`config.mk`:
```
export PLATFORM = sky130hd
export DESIGN_NAME = setbit_index_sum
export DESIGN_NICKNAME = d
export VERILOG_FILES = /design/src/rtl/setbit_pkg.sv /design/src/rtl/setbit_shifter.sv /design/src/rtl/setbit_index_counter.sv /design/src/rtl/setbit_accum.sv /design/src/rtl/setbit_index_sum.sv
export SDC_FILE = /design/constraint.sdc
export NUM_CORES = 1
export LEC_CHECK = 0
export CAP_MARGIN = 25
export CELL_PAD_IN_SITES_DETAIL_PLACEMENT = 1
export CELL_PAD_IN_SITES_GLOBAL_PLACEMENT = 1
export CORE_AREA = 2 2 407 409
export DETAILED_ROUTE_END_ITERATION = 8
export DIE_AREA = 0 0 409 411
export DONT_BUFFER_PORTS = 1
export GPL_TIMING_DRIVEN = 0
export PLACE_DENSITY = 0.49
export REMOVE_ABC_BUFFERS = 1
export SETUP_SLACK_MARGIN = 0.02
export SLEW_MARGIN = 20
export SYNTH_ARGS = -nofsm -noshare
export SYNTH_HDL_FRONTEND = slang
export SYNTH_SLANG_ARGS = --single-unit
```
`constraint.sdc`:
```
create_clock -name clk -period 28.8 [get_ports clk]
set_input_delay 1.44 -clock clk [delete_from_list [all_inputs] [get_ports clk]]
set_output_delay 1.44 -clock clk [all_outputs]
set_load 0.1 [all_outputs]
```
`src/rtl/setbit_pkg.sv`:
```
package setbit_pkg;

  // Number of bits needed for the index counter: positions 0 .. n-1.
  function automatic int index_width(input int n);
    return (n < 2) ? 1 : $clog2(n);
  endfunction

  // Number of bits needed to hold 0 + 1 + ... + (n-1) without overflow.
  function automatic int sum_width(input int n);
    longint total;
    int w;
    total = (longint'(n) * longint'(n - 1)) / 2;
    w = 1;
    while ((longint'(1) << w) <= total) w++;
    return w;
  endfunction

endpackage

```
`src/rtl/setbit_shifter.sv`:
```
// Holds the captured vector and presents one bit per cycle at bit 0.
module setbit_shifter #(
  parameter int VEC_W = 1023
) (
  input  logic             clk,
  input  logic             load,
  input  logic             step,
  input  logic [VEC_W-1:0] load_vec,
  output logic             cur_bit
);

  logic [VEC_W-1:0] shreg;

  // Loading pre-shifts by one: position 0 never contributes, so the scan
  // starts at position 1 with that bit already at the examination point.
  always_ff @(posedge clk) begin
    if (load)      shreg <= load_vec >> 1;
    else if (step) shreg <= shreg >> 1;
  end

  assign cur_bit = shreg[0];

endmodule

```
`src/rtl/setbit_index_counter.sv`:
```
// Tracks the position under examination; zero means idle.
module setbit_index_counter #(
  parameter int VEC_W = 1023,
  localparam int IDX_W = setbit_pkg::index_width(VEC_W)
) (
  input  logic             clk,
  input  logic             rst,
  input  logic             start,
  output logic [IDX_W-1:0] idx,
  output logic             busy,
  output logic             last
);

  localparam logic [IDX_W-1:0] LAST_IDX = IDX_W'(VEC_W - 1);
  localparam logic [IDX_W-1:0] ONE      = IDX_W'(1);

  assign busy = (idx != '0);
  assign last = busy && (idx == LAST_IDX);

  always_ff @(posedge clk) begin
    if (rst)        idx <= '0;
    else if (start) idx <= ONE;
    else if (last)  idx <= '0;
    else if (busy)  idx <= idx + ONE;
  end

endmodule

```
`src/rtl/setbit_accum.sv`:
```
// Running sum; adds the current index when the examined bit is set.
module setbit_accum #(
  parameter int VEC_W = 1023,
  localparam int IDX_W = setbit_pkg::index_width(VEC_W),
  localparam int SUM_W = setbit_pkg::sum_width(VEC_W)
) (
  input  logic             clk,
  input  logic             rst,
  input  logic             clear,
  input  logic             add_en,
  input  logic [IDX_W-1:0] addend,
  output logic [SUM_W-1:0] sum
);

  logic [SUM_W-1:0] addend_ext;
  assign addend_ext = {{(SUM_W-IDX_W){1'b0}}, addend};

  always_ff @(posedge clk) begin
    if (rst || clear) sum <= '0;
    else if (add_en)  sum <= sum + addend_ext;
  end

endmodule

```
`src/rtl/setbit_index_sum.sv`:
```
module setbit_index_sum #(
  parameter int VEC_W = 1023,
  localparam int IDX_W = setbit_pkg::index_width(VEC_W),
  localparam int SUM_W = setbit_pkg::sum_width(VEC_W)
) (
  input  logic             clk,
  input  logic             rst,
  input  logic             start,
  input  logic [VEC_W-1:0] vec_in,
  output logic [SUM_W-1:0] sum_out,
  output logic             sum_valid
);

  // Named internal events, also used by the bound checker.
  logic [IDX_W-1:0] scan_idx;
  logic             scan_busy;
  logic             scan_last;
  logic             bit_hit;
  logic             scan_step;
  logic             add_now;

  assign scan_step = scan_busy && !start;
  assign add_now   = scan_step && bit_hit;

  setbit_shifter #(.VEC_W(VEC_W)) u_shift (
    .clk      (clk),
    .load     (start),
    .step     (scan_step),
    .load_vec (vec_in),
    .cur_bit  (bit_hit)
  );

  setbit_index_counter #(.VEC_W(VEC_W)) u_cnt (
    .clk   (clk),
    .rst   (rst),
    .start (start),
    .idx   (scan_idx),
    .busy  (scan_busy),
    .last  (scan_last)
  );

  setbit_accum #(.VEC_W(VEC_W)) u_acc (
    .clk    (clk),
    .rst    (rst),
    .clear  (start),
    .add_en (add_now),
    .addend (scan_idx),
    .sum    (sum_out)
  );

  // Valid is set on the final step; a restart on that edge suppresses it.
  always_ff @(posedge clk) begin
    if (rst || start) sum_valid <= 1'b0;
    else              sum_valid <= scan_last;
  end

endmodule

```
# Word-level counts from Yosys, hierarchy flattened
# Cells that the tools add are included.
dict set report word_totals {
  reg_bits 1052
  latchBits 0
  ram_bits 0
  rom_bits 0
  input_bits 1026
  output_inout_bits 20
  elab_cells 22
  memories 0
}
dict set report classes {
  addsub 2
  n_mul 0
  div_mod_pow 0
  n_lt_le_gt_ge 0
  n_eq_ne 1
  shifts 0
  muxes 5
  bitwise_logic 0
  n_reduce_logical 9
}
# cell count
set ops {}
lappend ops {{1022-bit 2-to-1 mux} 2}
lappend ops {{19-bit by 10-bit adder with 19-bit output} 1}
lappend ops {{10-bit by 1-bit adder with 10-bit output, second input constant} 1}
lappend ops {{10-bit == test, second input constant} 1}
lappend ops {{10-bit nonzero test} 1}
lappend ops {{1-bit logical AND} 3}
lappend ops {{1-bit 2-to-1 mux} 3}
lappend ops {{3-bit nonzero test} 1}
lappend ops {{3-bit OR reduction} 1}
lappend ops {{2-bit nonzero test} 1}
lappend ops {{1-bit logical NOT} 1}
lappend ops {{1-bit logical OR} 1}

# Logic depth before layout (Yosys ltp)
# Gate-level depths: netlist (run 1).
dict set report depth {
  ltp_word 4
  depth_mapped 9
  depth_no_buf 9
}

# Cells and area by module
# From an unflattened synthesis (run 1), not the netlist that was laid out.
dict set report unflattened {
  cells_unflattened 2374
  area_unflattened_um2 46656.0
}
# mod instances cells_per_inst area_each_um2
set by_module_without_submodules {}
lappend by_module_without_submodules {setbit_shifter 1 2159 44858.0}
lappend by_module_without_submodules {setbit_accum 1 150 1246.2}
lappend by_module_without_submodules {setbit_index_counter 1 61 509.2}
lappend by_module_without_submodules {setbit_index_sum 1 4 42.5}

# Worst setup path after synthesis (run 1)
# No wires, ideal clock.
dict set report synth_path {
  kind {input-to-reg}
  from {input port start}
  to {register u_shift.shreg[0] (enable)}
  arrival_time_ns 14.428
  required_ns 27.821
  setup_slack_ns 13.393
  path_stages 5
  path_buffers 4
  cell_sequence {buf_2 > buf_2 > clkbuf_1 > buf_2 > or2_2}
}
dict set report synth_via {
  elab_chain_len 3
}
# item line
set synth_lines {}
lappend synth_lines {{from (decl)} setbit_index_sum.sv:8} ;# input logic start,
lappend synth_lines {{1-bit logical NOT} setbit_index_sum.sv:22} ;# assign scan_step = scan_busy && !start;
lappend synth_lines {{1-bit logical AND} setbit_index_sum.sv:22}
lappend synth_lines {{2-bit nonzero test (no source line) (*)} -}
lappend synth_lines {{to (signal assigned)} setbit_shifter.sv:17} ;# if (load) shreg <= load_vec >> 1;
lappend synth_lines {{to (signal assigned)} setbit_shifter.sv:18} ;# else if (step) shreg <= shreg >> 1;
lappend synth_lines {{to (decl)} setbit_shifter.sv:12} ;# logic [VEC_W-1:0] shreg;
# Mark *: on every way between the ends. The rest lies on a longest branch, timed or not.
# A chain may end at the register's enable or synchronous reset.

# Worst setup path after layout (run 1)
dict set report layout_path {
  from {input port start}
  to {register u_shift.shreg[997] (enable)}
}
# The elaborated chain is that of the path after synthesis.

==> flow_summary_export.csv, run 1 <==
group,metric,value,unit
synth,synth_most_common_cell,"edfxtp_1",
route,routed_via_density,4.49,
timing,hold_ws,0.531,ns
clocking,postCtsSetupBuffers,0,
clocking,clockBufferDepth,3,
die,dieHeight,411,um
grt,grt_pass1_vias,23000,
clocking,cts_made_buffers,121,
worst_setup_path,reg2reg_from,"u_cnt.idx[0]",
clocking,cts_resized,0,
status,outcome,"finished clean",
worst_setup_path,cp_data_arrival_time,5.35,ns
timing,rsz0062_at_grt,"no",
layout,fillers,16400,
timing,finalCritPeriodShare,17.0,%
worst_setup_path,cp_num_buf_inv,8,
route,post_drt_wl_per_cell,24.6,um
worst_setup_path,path_max_fanout,150,
timing,finalSetupViolCount,0,
worst_setup_path,reg2reg_depth,10,
worst_setup_path,path_class,"input pin to flip-flop",
synth,ys_async_sr_fraction,0,%
synth,synth_top_cell_area_share,69.1,%
clocking,h-tree-depth,3,
worst_setup_path,end_kind,"flip-flop",
timing,finalHoldViolations,0,
die,start_util,27.1,%
worst_setup_path,cp.required,29.27,ns
synth,yosys.area.top_type,"edfxtp_1",
worst_hold_path,hold_end,"u_shift.shreg[885]",
worst_setup_path,crit_family,"buffers and inverters",
grt,antenna_found_initial,162,
placed_design,gp_congestion,0.843,
worst_setup_path,worstPathCellList,"buf_16 -> buf_16 -> or2_4 -> buf_16 -> buf_16 -> buf_12 -> buf_12 -> buf_16 -> buf_16",
clocking,cts_tree,"yes",
worst_hold_path,hold_start,"u_shift.shreg[886]",
timing,tns,0,ns
power,power_leakage,0.0173,uW
worst_setup_path,max_stage_delay,0.68,ns
synth,syn_inst,2357,
worst_hold_path,min_delay_path_depth,1,
grt,grt_pass1_wl,166000,um
timing,worst_slew_pin_slew,1.07,ns
clocking,cts.sinks,1052,
die,core-area,164000,um2
flow_run,drv_cap,0,
power,pwr_density_cell,72.3,nW/um2
grt,grt.total_usage,13.6,%
route,drc,0,
clocking,clock-root-buffer,"clkbuf_16",
power,seqPwrFrac,52.6,%
die,chipWidth,409,um
clocking,cts_hold_buf,0,
timing,slew_viol_final,0,
route,finalWirelength,117000,um
power,clock_power_share,40.1,%
synth,yosys_warnings,0,
placed_design,dp_hpwl,84100,um
synth,netlist_area,44400,um2
timing,finClkSkew,0.0345,ns
die,rows,149,
synth,synth-edff-count,1022,
route,ant_nets,0,
die,die_area,168000,um2
worst_setup_path,reg2reg_to,"u_shift.shreg[997]",
power,internal_power,2920,uW
layout,stdcell_area,51800,um2
timing,period_needed,4.88,ns
synth,synth_commonest_cells,"edfxtp_1 (1022), mux2_2 (1021), buf_2 (55)",
layout,multiInputGateArea,12600,um2
timing,slew_headroom,28.8,%
synth,synth-seq-cells,1052,
synth,synth.avg_cell_area,18.9,um2
clocking,path_clk_slew,0.06,ns
placed_design,portBuffers,0,
power,totalPowerFinal,3740,uW
placed_design,place_area,47400,um2
grt,grt_overflow,0,
clocking,clkLatencyLatePin,0.79,ns
power,p_sw,820,uW
synth,ys_types,49,
grt,grt_max_degree,1028,
worst_hold_path,hold_path.class,"flip-flop to flip-flop",
synth,ys_seq_area_share,70.4,%
worst_setup_path,crit_top_cell,"buf_16",
die,io_pins,1046,
route,dr.pass1.iters,4,
power,peakVddDrop,0.0000499,V
layout,ff_latch_area,31300,um2
layout,nets,3454,
route,drt_first_iter_violations,1283,
route,vias,21400,
timing,max_clock_freq,0.205,GHz
synth,synthFlopType,"edfxtp_1",
power,swShare,21.9,%
worst_setup_path,crit_path_start_kind,"input pin",
synth,synthTopCellsByArea,"edfxtp_1 (69%), mux2_2 (26%), dfxtp_1 (1.4%)",
layout,syn_to_final_growth,16.5,%
worst_setup_path,r2r_slack,25.09,ns
power,p_comb_share,7.3,%
layout,drive_gt1_share,49.6,%
worst_setup_path,slowest_stage,"or2_4",
==> metal layers <==
metal | track usage (%) | part of all wire, %
met4 | 6.32 | 3.7
met1 | 14.3 | 35
met3 | 7.09 | 11
met2 | 22.4 | 50
met5 | 0 | 0.68
==> worst reg2reg max path, cell delays in order (launching register included) <==
cell and delay, ns:
dfxtp_1 0.43, inv_1 0.13, ha_1 0.26, nand4b_4 0.15
or2_4 0.57, buf_16 0.34, buf_16 0.32, buf_12 0.29
buf_12 0.27, buf_16 0.28, buf_16 0.35
==> cell families after synthesis <==
group	synth area share [%]
flops	70.4
simple gates	0.938
xor+xnor	0.355
buf+inv	1.25
compound gates	0.650
mux	26.0
fa+ha+maj	0.411
==> through the flow <==
step | util, % | std cells | setup slack, ns
after floorplan | - | 2239 | 14.29
after global placement | 28.5 | 4428 | 8.59
final | 31.6 | 4770 | 23.92
after detailed placement | 28.9 | 4461 | 23.87
after CTS | 31.3 | 4679 | 24.83
after global routing | 31.5 | 4738 | 23.62
==> final cells by class <==
type	instances	share of cell area (%)
well taps	2189	5.29
diodes	72	0.348
clock inverters	62	1.16
inverters	8	0.0580
clock buffers	156	6.19
flip-flops and latches	1052	60.5
multi-input cells	1179	24.3
repair buffers	52	2.17
==> layout by cell type, fill, tap and decap left out, types with 3 or more instances in the layout <==
master and count:
a21oi_1 15, buf_12 5, buf_16 34, buf_2 4, buf_6 4, bufinv_16 8, clkbuf_1 37, clkbuf_16 123
clkinv_1 26, clkinv_2 17, dfxtp_1 25, dfxtp_2 5, diode_2 72, edfxtp_1 1022, ha_1 13, inv_1 8
inv_16 3, inv_6 3, mux2_2 1021, mux2i_1 5, nand2_1 12, nand3_1 6, nand4_1 3, nor2_1 32
o2111ai_1 3, o21a_1 3, o21ai_0 7, or3_1 4, xnor2_1 8, xor2_1 10
==> worst max path at each step <==
stage | startpoint | endpoint | cells past startpoint | slack (ns)
after floorplan | start | u_shift.shreg[0] | 1 | 14.29
after global placement | start | u_shift.shreg[536] | 1 | 8.59
after detailed placement | start | u_shift.shreg[985] | 7 | 23.87
after CTS | start | u_shift.shreg[912] | 7 | 24.83
after global routing | start | u_shift.shreg[912] | 9 | 23.62
final | start | u_shift.shreg[997] | 9 | 23.92
==> power groups by stage <==
stage | Clock [uW] | Sequential, uW | Combinational [uW]
6_report | 1500 | 1970 | 274
4_1_cts | 1560 | 1970 | 255
3_3_place_gp | 0 | 2080 | 227
5_1_grt | 1610 | 1990 | 301
2_1_floorplan | 0 | 2030 | 195
3_5_place_dp | 0 | 2000 | 253
==> sequential cells by signal (all words and copies together) (netlist names) <==
signal,count
sum_valid,1
u_shift.shreg,1022
u_acc.sum,19
u_cnt.idx,10
(Power assumes the default switching activity.)
==> run 2: changes to the inputs <==
- PLACE_DENSITY: 0.49 -> 0.51
- clock period: 28.8 -> 4.34 ns (I/O delays scaled with it)
==> run 2 against run 1 <==
Net effect:
- the flow now stops in clock tree synthesis (4_1_cts)
- synthesized cell count stayed put
- synthesized area unchanged
==> flow_summary_export.csv, run 2 <==
group,metric,value,unit
clocking,cts_resized,0,
die,io_pins,1046,
synth,syn_inst,2357,
status,tool.error,"[ERROR RSZ-0060] Max buffer count reached.",
synth,ys_async_sr_fraction,0,%
clocking,clockBufferDepth,3,
clocking,clock-root-buffer,"clkbuf_16",
status,outcome,"stopped before the end",
placed_design,portBuffers,0,
die,rows,149,
clocking,h-tree-depth,3,
placed_design,dp_hpwl,84100,um
synth,yosys.area.top_type,"edfxtp_1",
clocking,cts_hold_buf,938,
placed_design,gp_congestion,0.820,
status,haltStage,"clock tree synthesis (4_1_cts)",
synth,ys_types,49,
synth,synth_top_cell_area_share,69.1,%
placed_design,place_ws,0.361,ns
synth,synth-seq-cells,1052,
synth,netlist_area,44400,um2
synth,synthFlopType,"edfxtp_1",
synth,synth.avg_cell_area,18.9,um2
synth,synth-edff-count,1022,
die,chipWidth,409,um
clocking,postCtsSetupBuffers,0,
placed_design,place_area,47600,um2
die,dieHeight,411,um
clocking,cts_made_buffers,117,
synth,synth_commonest_cells,"edfxtp_1 (1022), mux2_2 (1021), buf_2 (55)",
synth,synth_most_common_cell,"edfxtp_1",
clocking,cts.sinks,1052,
synth,yosys_warnings,0,
die,start_util,27.1,%
synth,synthTopCellsByArea,"edfxtp_1 (69%), mux2_2 (26%), dfxtp_1 (1.4%)",
synth,ys_seq_area_share,70.4,%
[run 2: per-stage QoR]
step	std cells	hold WS [ns]	util [%]	setup TNS (ns)
after detailed placement	4469	0.291	29.0	0
after global placement	4428	0.293	28.5	-
after floorplan	2239	0.286	-	-9826.78
[run 2: cells by family after synthesis]
family | after synthesis | share of synthesized area (%)
AOI/OAI and AO/OA | 44 | 0.650
DFF | 1052 | 70.4
and+or+nand+nor | 77 | 0.938
buffers and inverters | 126 | 1.25
xor gates and xnor gates | 18 | 0.355
adders and majority gates | 14 | 0.411
muxes | 1026 | 26.0
==> run 3: changes to the inputs <==
- CELL_PAD_IN_SITES_DETAIL_PLACEMENT: 1 -> default
- CELL_PAD_IN_SITES_GLOBAL_PLACEMENT: 1 -> default
- CORE_AREA: 2 2 407 409 -> default
- CORE_UTILIZATION: default -> 24
- DIE_AREA: 0 0 409 411 -> default
- PLACE_DENSITY: 0.51 -> default
- PLACE_DENSITY_LB_ADDON: default -> 0.15
- SETUP_SLACK_MARGIN: 0.02 -> default
- clock period: 4.34 -> 5.6 ns (I/O delays scaled with it)
==> run 3 against run 2 <==
Net effect:
- the flow again stops in clock tree synthesis (4_1_cts)
- synthesized area did not move
- synthesized cell count did not move
==> flow_summary_export.csv, run 3 <==
group,metric,value,unit
status,outcome,"stopped before the end",
status,haltStage,"clock tree synthesis (4_1_cts)",
status,tool.error,"[ERROR RSZ-0060] Max buffer count reached.",
synth,ys_types,49,
clocking,clockBufferDepth,3,
synth,synth_mux_area_share,26.0,%
synth,synth_top_family_by_area,"multiplexers",
synth,synth_most_common_cell,"edfxtp_1",
synth,ys_async_sr_fraction,0,%
clocking,cts_resized,0,
synth,synth_compound_area_share,0.650,%
synth,synthTopCellsByArea,"edfxtp_1 (69%), mux2_2 (26%), dfxtp_1 (1.4%)",
die,dieHeight,432,um
synth,synthXorXnorAreaFrac,0.355,%
synth,synth_top_cell_area_share,69.1,%
synth,yosys_warnings,0,
synth,yosys.area.top_type,"edfxtp_1",
placed_design,dp_hpwl,84400,um
clocking,clock-root-buffer,"clkbuf_16",
synth,synth-edff-count,1022,
die,rows,157,
synth,synth.avg_cell_area,18.9,um2
synth,yosys.area_share.adder,0.411,%
placed_design,portBuffers,0,
clocking,cts_hold_buf,993,
die,io_pins,1046,
clocking,cts_made_buffers,130,
synth,ys_seq_area_share,70.4,%
placed_design,gp_congestion,0.794,
die,chipWidth,432,um
synth,syn_inst,2357,
synth,synthFlopType,"edfxtp_1",
synth,netlist_area,44400,um2
synth,synth-simple-area-share,0.938,%
synth,synth_commonest_cells,"edfxtp_1 (1022), mux2_2 (1021), buf_2 (55)",
placed_design,place_ws,1.51,ns
synth,synth-seq-cells,1052,
die,start_util,24.2,%
clocking,h-tree-depth,4,
clocking,cts.sinks,1052,
clocking,postCtsSetupBuffers,0,
placed_design,place_area,47800,um2
## run 3: cells by family after synthesis
group                      after synthesis
AOI/OAI and AO/OA                       44
xor gates and xnor gates                18
adders and majority gates               14
buffers and inverters                  126
DFF                                   1052
muxes                                 1026
and+or+nand+nor                         77
## run 3: stage by stage
| step | utilization (%) | TNS, ns | cells |
|---|---|---|---|
| after global placement | 25.6 | - | 4703 |
| after floorplan | - | -8539.07 | 2239 |
| after detailed placement | 26.0 | 0 | 4736 |
